`src/rtl/isc_pkg.sv`:
```
package isc_pkg;
  // Sources per channel and their bit order inside a channel's nibble.
  localparam int SRC_PER_CH = 4;

  typedef enum int {
    SRC_SYNC   = 0,
    SRC_RX_NE  = 1,
    SRC_RX_AF  = 2,
    SRC_TX_MT  = 3
  } src_idx_e;

  // Register addresses on the host bus.
  localparam int ADDR_EN   = 0;
  localparam int ADDR_STAT = 1;
endpackage

```
`src/rtl/isc_channel.sv`:
```
// One channel's group of event sources: edge detect, sticky flags, enables.
module isc_channel
  import isc_pkg::*;
#(
  parameter int W = SRC_PER_CH
) (
  input  logic         clk,
  input  logic         rst,
  input  logic [W-1:0] src,
  input  logic         en_wr,
  input  logic [W-1:0] en_wdata,
  input  logic [W-1:0] clr,
  output logic [W-1:0] en_q,
  output logic [W-1:0] lat_q,
  output logic [W-1:0] stat,
  output logic         pend
);
  logic [W-1:0] src_q;
  logic [W-1:0] rise;
  logic [W-1:0] en_next;
  logic [W-1:0] lat_next;

  // Edge history follows the input level every cycle.
  always_ff @(posedge clk) begin
    src_q <= src;
  end

  assign rise    = src & ~src_q;
  assign en_next = en_wr ? en_wdata : en_q;

  // Per bit: a disable wins, then a set, then a clear.
  for (genvar b = 0; b < W; b++) begin : g_bit
    always_comb begin
      if (!en_next[b])
        lat_next[b] = 1'b0;
      else if (rise[b] && en_q[b])
        lat_next[b] = 1'b1;
      else if (clr[b])
        lat_next[b] = 1'b0;
      else
        lat_next[b] = lat_q[b];
    end

    assign stat[b] = en_q[b] ? lat_q[b] : src[b];
  end

  always_ff @(posedge clk) begin
    if (rst) begin
      en_q  <= '0;
      lat_q <= '0;
    end else begin
      en_q  <= en_next;
      lat_q <= lat_next;
    end
  end

  assign pend = |(lat_q & en_q);
endmodule

```
`src/rtl/isc_regif.sv`:
```
// Register bus decode: write strobes out, read mux in.
module isc_regif
  import isc_pkg::*;
#(
  parameter int NS     = 16,
  parameter int DATA_W = 16,
  parameter int ADDR_W = 2
) (
  input  logic              bus_wr,
  input  logic [ADDR_W-1:0] bus_addr,
  input  logic [DATA_W-1:0] bus_wdata,
  input  logic [NS-1:0]     en_all,
  input  logic [NS-1:0]     stat_all,
  output logic              en_wr,
  output logic [NS-1:0]     en_wdata,
  output logic [NS-1:0]     clr_all,
  output logic [DATA_W-1:0] bus_rdata
);
  logic sel_en;
  logic sel_stat;

  assign sel_en   = (bus_addr == ADDR_W'(ADDR_EN));
  assign sel_stat = (bus_addr == ADDR_W'(ADDR_STAT));

  assign en_wr    = bus_wr && sel_en;
  assign en_wdata = bus_wdata[NS-1:0];
  assign clr_all  = (bus_wr && sel_stat) ? bus_wdata[NS-1:0] : '0;

  always_comb begin
    bus_rdata = '0;
    if (sel_en)
      bus_rdata[NS-1:0] = en_all;
    else if (sel_stat)
      bus_rdata[NS-1:0] = stat_all;
  end

  // Bits above the mapped sources are reserved and dropped.
  if (DATA_W > NS) begin : g_resv
    logic unused_wbits;
    assign unused_wbits = ^bus_wdata[DATA_W-1:NS];
  end
endmodule

```
`src/rtl/isc_irq_merge.sv`:
```
// Folds per-channel pending lines into the single interrupt request.
module isc_irq_merge #(
  parameter int N = 4
) (
  input  logic [N-1:0] pend,
  output logic         irq
);
  assign irq = |pend;
endmodule

```
`src/rtl/irq_status_ctrl.sv`:
```
module irq_status_ctrl
  import isc_pkg::*;
#(
  parameter int NUM_CH = 4,
  parameter int DATA_W = 16,
  parameter int ADDR_W = 2
) (
  input  logic              clk,
  input  logic              rst,
  input  logic              bus_wr,
  input  logic [ADDR_W-1:0] bus_addr,
  input  logic [DATA_W-1:0] bus_wdata,
  output logic [DATA_W-1:0] bus_rdata,
  input  logic [NUM_CH-1:0] ev_sync,
  input  logic [NUM_CH-1:0] ev_rx_ne,
  input  logic [NUM_CH-1:0] ev_rx_af,
  input  logic [NUM_CH-1:0] ev_tx_mt,
  output logic              irq_req
);
  localparam int NS = NUM_CH * SRC_PER_CH;

  logic [NS-1:0]     src_all;
  logic [NS-1:0]     en_all;
  logic [NS-1:0]     lat_all;
  logic [NS-1:0]     stat_all;
  logic [NS-1:0]     en_wdata;
  logic [NS-1:0]     clr_all;
  logic              en_wr;
  logic [NUM_CH-1:0] pend;

  isc_regif #(
    .NS(NS), .DATA_W(DATA_W), .ADDR_W(ADDR_W)
  ) u_regif (
    .bus_wr   (bus_wr),
    .bus_addr (bus_addr),
    .bus_wdata(bus_wdata),
    .en_all   (en_all),
    .stat_all (stat_all),
    .en_wr    (en_wr),
    .en_wdata (en_wdata),
    .clr_all  (clr_all),
    .bus_rdata(bus_rdata)
  );

  for (genvar c = 0; c < NUM_CH; c++) begin : g_ch
    localparam int LO = c * SRC_PER_CH;

    assign src_all[LO + SRC_SYNC]  = ev_sync[c];
    assign src_all[LO + SRC_RX_NE] = ev_rx_ne[c];
    assign src_all[LO + SRC_RX_AF] = ev_rx_af[c];
    assign src_all[LO + SRC_TX_MT] = ev_tx_mt[c];

    isc_channel #(.W(SRC_PER_CH)) u_ch (
      .clk     (clk),
      .rst     (rst),
      .src     (src_all[LO +: SRC_PER_CH]),
      .en_wr   (en_wr),
      .en_wdata(en_wdata[LO +: SRC_PER_CH]),
      .clr     (clr_all[LO +: SRC_PER_CH]),
      .en_q    (en_all[LO +: SRC_PER_CH]),
      .lat_q   (lat_all[LO +: SRC_PER_CH]),
      .stat    (stat_all[LO +: SRC_PER_CH]),
      .pend    (pend[c])
    );
  end

  isc_irq_merge #(.N(NUM_CH)) u_merge (
    .pend(pend),
    .irq (irq_req)
  );
endmodule

```
`config.mk`:
```
export PLATFORM = sky130hd
export DESIGN_NAME = irq_status_ctrl
export DESIGN_NICKNAME = d
export VERILOG_FILES = /design/src/rtl/isc_pkg.sv /design/src/rtl/isc_channel.sv /design/src/rtl/isc_regif.sv /design/src/rtl/isc_irq_merge.sv /design/src/rtl/irq_status_ctrl.sv
export SDC_FILE = /design/constraint.sdc
export NUM_CORES = 1
export LEC_CHECK = 0
export BUFFER_PORTS_ARGS = -buffer_cell sky130_fd_sc_hd__buf_2
export CORE_ASPECT_RATIO = 1.1
export CORE_UTILIZATION = 59
export CTS_BUF_LIST = sky130_fd_sc_hd__clkbuf_4
export DETAILED_ROUTE_END_ITERATION = 10
export GPL_ROUTABILITY_DRIVEN = 0
export PLACE_DENSITY = 0.9
export SYNTH_ARGS = -nofsm -noshare
export SYNTH_HDL_FRONTEND = slang
export SYNTH_SLANG_ARGS = --single-unit
```
`constraint.sdc`:
```
create_clock -name clk -period 3.3 [get_ports clk]
set_input_delay 0.165 -clock clk [delete_from_list [all_inputs] [get_ports clk]]
set_output_delay 0.165 -clock clk [all_outputs]
set_load 0.02 [all_outputs]
```
==> impl_metrics.tcl, run 1 <==
set metrics [dict create \
    start_util 0.625 \
    dr.pass1.iters 4 \
    clock_skew_ps 2.70 \
    worstHoldEndpoint "g_ch[1].u_ch.en_q[1]$_SDFF_PP0_" \
    grt_antenna_before_repair 0 \
    die_x_microns 59.1 \
    arrival_ps 1660 \
    dr.first_iter.drc_count 100 \
    r2r_cells 2 \
    setup_tns_ps 0 \
    regArea_sq_um 961 \
    n_antenna_cell 0 \
    synth.net_count 271 \
    via_count 1970 \
    start_kind "register" \
    die_height_microns 64.8 \
    clk_latency_ps 350 \
    cts_sinks 48 \
    boundaryPins 54 \
    final_common_cell "buf_2" \
    dieArea_sq_um 3830 \
    grt_usage 0.258 \
    drc 0 \
    clockBufferDepth 2 \
    synth_area_sq_um 2120 \
    cp_slowest_cell "dfxtp_1" \
    ys_seq_area_frac 0.454 \
    status "completed" \
    instances_no_fill 343 \
    hp-class "input port to register" \
    hold_violations 0 \
    whs_ps 77.8 \
    grt_pass1_wl_microns 7450 \
    fmax_ghz 0.549 \
    ant_nets 0 \
    cts_setup_buffers 0 \
    synthToLayoutAreaGrowth_pct 20.7 \
    rows 22 \
    critPathMaxFanout 5 \
    grt_max_degree 35 \
    holdCritStartpoint "bus_wdata[5]" \
    leakage_nw 0.952 \
    clk_pin_slew_ps 120 \
    syn_area_per_cell_sq_um 9.05 \
    syn_inst 234 \
    vdd_ir_drop_max_v 0.000275 \
    cts_max_level 2 \
    regToRegEndpoint "g_ch[0].u_ch.lat_q[0]$_SDFFE_PP0P_" \
    via_per_inst 5.74 \
    slew_headroom 0.506 \
    ys_ff_latch 48 \
    worst_setup_path_end_kind "output pin" \
    layout_common_cells "buf_2 (53), dfxtp_1 (48), a21oi_1 (32), nand2_1 (32), inv_1 (31)" \
    holdPathStages 3 \
    slowest_delay_ps 370 \
    fin_crit_sh 0.552 \
    grt_overflow 0 \
    power_density_nw_per_um2 381 \
    fill_cells 262 \
    numPortBuffers 53 \
    core_sq_um 3390 \
    multi_input_area_sq_um 955 \
    rsz0062_at_grt "false" \
    final_util 0.755 \
    dp_hpwl_microns 3090 \
    finalMaxSlewViolations 0 \
    criticalPathCategory "register to output pin" \
    nets 334 \
    drive_gt1_frac 0.237 \
    min_period_ps 1820 \
    tightestPinTransition_ps 741 \
    placed_cells 322 \
    synth.distinct_cells 18 \
    ys.warnings.count 0 \
    crit_required_ps 3130 \
    drv_cap 0 \
    cts_made_buffers 5 \
    cts_tree "built" \
    cts-root-buf "clkbuf_4" \
    setup_viol 0 \
    first_global_vias 1699 \
    drt_wl_total_microns 4840 \
    r2r_start "g_ch[0].u_ch.en_q[0]$_SDFF_PP0_" \
    r2r_slack_ps 2350 \
    path_cells "a22o_1 -> a221oi_1 -> nand4_1 -> buf_2" \
    p_total_mw 0.975 \
    wl_per_cell_microns 14.1 \
]
cell type report:
type | instances | area share
clock buffers | 5 | 0.0147
multi-input cells | 142 | 0.374
well taps | 48 | 0.0235
flip-flops and latches | 48 | 0.376
repair buffers | 69 | 0.167
inverters | 31 | 0.0455
critical path, delay by kind of cell, from the launching register on:
kind / cells / cell delay, ps
simple gates: 1 / 160
flops: 1 / 370
compound gates: 2 / 590
buf+inv: 1 / 180
power breakdown:
| group | switching [mW] | total, mW | internal, mW |
|---|---|---|---|
| clock | 0.166 | 0.238 | 0.0716 |
| sequential | 0.0101 | 0.606 | 0.596 |
| combinational | 0.0755 | 0.131 | 0.0551 |
| total | 0.252 | 0.975 | 0.723 |
timing repair:
action	4_1_cts	5_1_grt
resized for setup	0	0
hold buffers	16	0
hold endpoints to repair	16	0
cell usage after synthesis:
| master | n | share of area |
|---|---|---|
| dfxtp_1 | 48 | 0.45 |
| a21oi_1 | 32 | 0.076 |
| nand2_1 | 32 | 0.057 |
| inv_1 | 31 | 0.055 |
| nand3b_1 | 18 | 0.064 |
| o21ai_0 | 18 | 0.043 |
| a311oi_1 | 14 | 0.058 |
| a221oi_1 | 10 | 0.041 |
| a221oi_2 | 10 | 0.071 |
| clkbuf_1 | 6 | 0.011 |
| a22o_1 | 4 | 0.017 |
| buf_6 | 4 | 0.021 |
| buf_2 | 2 | 0.0047 |
| buf_4 | 1 | 0.0035 |
| nand3b_4 | 1 | 0.0095 |
| nand4_1 | 1 | 0.0030 |
| nor3b_4 | 1 | 0.0089 |
| or3b_1 | 1 | 0.0041 |
metal layers:
metal  GRT usage  vias to the layer above  wire, microns
li1            -                      979              -
met1       0.331                      909           2190
met2       0.426                       73           2270
met3      0.0439                        9            304
met4       0.101                        0             70
met5           0                        -              0
cells by family (layout without fill, tap and decap cells):
kind of cell,Yosys count,after routing,synth area share
DFF,48,48,0.454
and+or+nand+nor,54,54,0.146
buffers and inverters,44,105,0.0952
AOI/OAI and AO/OA,88,88,0.305
state kept, by name (all words and copies together), names as in the netlist:
name             count
g_ch.u_ch.lat_q     16
g_ch.u_ch.en_q      16
g_ch.u_ch.src_q     16
stage by stage:
step                      worst slack (ps)  instance area, sq um
after floorplan                       1970                  2120
after global placement                1520                  2360
after detailed placement              1490                  2360
after CTS                             1480                  2550
after global routing                  1400                  2550
final                                 1480                  2550
worst max path at each step:
stage	cells past startpoint	to	start	slack, ps
3_5_place_dp	4	g_ch[2].u_ch.lat_q[1]$_SDFFE_PP0P_	bus_addr[0]	1490
6_report	4	irq_req	g_ch[0].u_ch.en_q[1]$_SDFF_PP0_	1480
2_1_floorplan	4	bus_rdata[0]	bus_addr[0]	1970
5_1_grt	4	irq_req	g_ch[0].u_ch.en_q[1]$_SDFF_PP0_	1400
4_1_cts	4	irq_req	g_ch[0].u_ch.en_q[1]$_SDFF_PP0_	1480
3_3_place_gp	4	g_ch[1].u_ch.lat_q[0]$_SDFFE_PP0P_	bus_addr[0]	1520
Note: power is estimated with default switching activity, not from simulation.
==> run 2, diff against run 1 <==
Settings changed: CORE_UTILIZATION 59 to 54, PLACE_DENSITY 0.9 to 0.83.
Clock period 3.3 ns to 1.88 ns, I/O delays scaled along.
==> run 2 against run 1 <==
  * Setup slack lost 1400 ps
  * Count of clock-buffer cells in the layout is the same
  * Clock skew grew 1.7 ps
  * First-iteration DRC count increased by 46%
  * Final cell count increased by 4.4%
  * Highest routed layer unchanged
  * Combinational power grew 85%
  * Largest cell class unchanged
  * Via count decreased by 0.86%
  * Die area rose by 9.0%
==> impl_metrics.tcl, run 2 (synthesis gave the netlist of run 1 again) <==
set metrics [dict create \
    cts-root-buf "clkbuf_4" \
    start_kind "register" \
    n_antenna_cell 0 \
    whs_ps 11.6 \
    wl_met2_microns 2390 \
    leakage_nw 1.01 \
    fmax_ghz 0.563 \
    ant_nets 0 \
    die_x_microns 61.7 \
    top_regs "g_ch.u_ch.en_q (16), g_ch.u_ch.lat_q (16), g_ch.u_ch.src_q (16)" \
    cts_made_buffers 5 \
    wl_per_cell_microns 13.5 \
    dieArea_sq_um 4180 \
    p_total_mw 1.90 \
    hold_violations 0 \
    setup_tns_ps 0 \
    cts_resized 0 \
    clk_latency_ps 360 \
    status "completed" \
    crit_required_ps 1790 \
    cts_tree "built" \
    synthToLayoutAreaGrowth_pct 26.8 \
    critPathMaxFanout 5 \
    clk_pin_slew_ps 140 \
    finalMaxSlewViolations 0 \
    setup_viol 0 \
    criticalPathCategory "register to output pin" \
    top_layer "met4" \
    rows 23 \
    numPortBuffers 53 \
    min_period_ps 1780 \
    dr.pass1.iters 4 \
    power_density_nw_per_um2 706 \
    grt_pass1_wl_microns 7580 \
    core_sq_um 3680 \
    cts_max_level 2 \
    drive_gt1_frac 0.244 \
    worst_setup_path_end_kind "output pin" \
    cts_sinks 48 \
    grt_max_degree 35 \
    cts_hold_buffers 21 \
    final_common_cell "buf_2" \
    vdd_ir_drop_max_v 0.000569 \
    via_per_inst 5.46 \
    clock_skew_ps 4.44 \
    rsz0062_at_grt "false" \
    drc 0 \
    layout_common_cells "buf_2 (53), dfxtp_1 (48), a21oi_1 (32), nand2_1 (32), inv_1 (31)" \
    drt_wl_total_microns 4830 \
    die_height_microns 67.7 \
    wl_met3_microns 209 \
    grt_usage 0.249 \
    via_count 1953 \
    cts_setup_buffers 0 \
    first_global_vias 1754 \
    boundaryPins 54 \
    dp_hpwl_microns 3210 \
    tightestPinTransition_ps 680 \
    met1_length_microns 2160 \
    fin_crit_sh 0.945 \
    dr.first_iter.drc_count 146 \
    start_util 0.575 \
    arrival_ps 1680 \
    grt_antenna_before_repair 0 \
    hp-class "input port to register" \
    drv_cap 0 \
    slew_headroom 0.547 \
    nets 344 \
    grt_overflow 0 \
    clockBufferDepth 2 \
]
run 2: layer usage:
layer	track usage	vias to the layer above
li1	-	998
met1	0.315	903
met2	0.414	45
met3	0.0632	7
met4	0.0722	0
met5	0	-
run 2: worst paths after layout:
path | start | endpoint | slack [ps] | cells after the start
worst max register to register | g_ch[0].u_ch.en_q[0]$_SDFF_PP0_ | g_ch[0].u_ch.lat_q[0]$_SDFFE_PP0P_ | 1000 | 2
worst min-delay path | bus_wdata[1] | g_ch[0].u_ch.lat_q[1]$_SDFFE_PP0P_ | 10 | 3
worst max-delay path | g_ch[1].u_ch.en_q[2]$_SDFF_PP0_ | irq_req | 100 | 4
worst min register to register | g_ch[3].u_ch.src_q[0]$_DFF_P_ | g_ch[3].u_ch.lat_q[0]$_SDFFE_PP0P_ | 510 | 2
run 2: final cells by class:
type	count	area (sq um)
fillers	307	998
flip-flops and latches	48	961
multi-input cells	142	955
repair buffers	79	515
inverters	31	116
well taps	50	62.6
clock buffers	5	37.5
clock inverters	3	37.5
run 2: power by group:
group          switching, mW  total, mW  internal (mW)
registers             0.0177       1.06           1.05
clock network          0.318      0.590          0.272
logic                  0.133      0.242          0.109
total                  0.468       1.90           1.43
run 2: through the flow:
stage	util	area (sq um)	cells	setup slack (ps)
2_1_floorplan	-	2120	234	693
3_3_place_gp	0.649	2390	328	452
3_5_place_dp	0.649	2390	328	405
4_1_cts	0.726	2680	357	115
5_1_grt	0.729	2690	358	32.8
6_report	0.729	2690	358	104
run 2: worst max-delay path, stage by stage (launching register included):
cell and delay (ps):
dfxtp_1 370, a22o_1 260, a221oi_1 350, nand4_1 160
buf_2 190
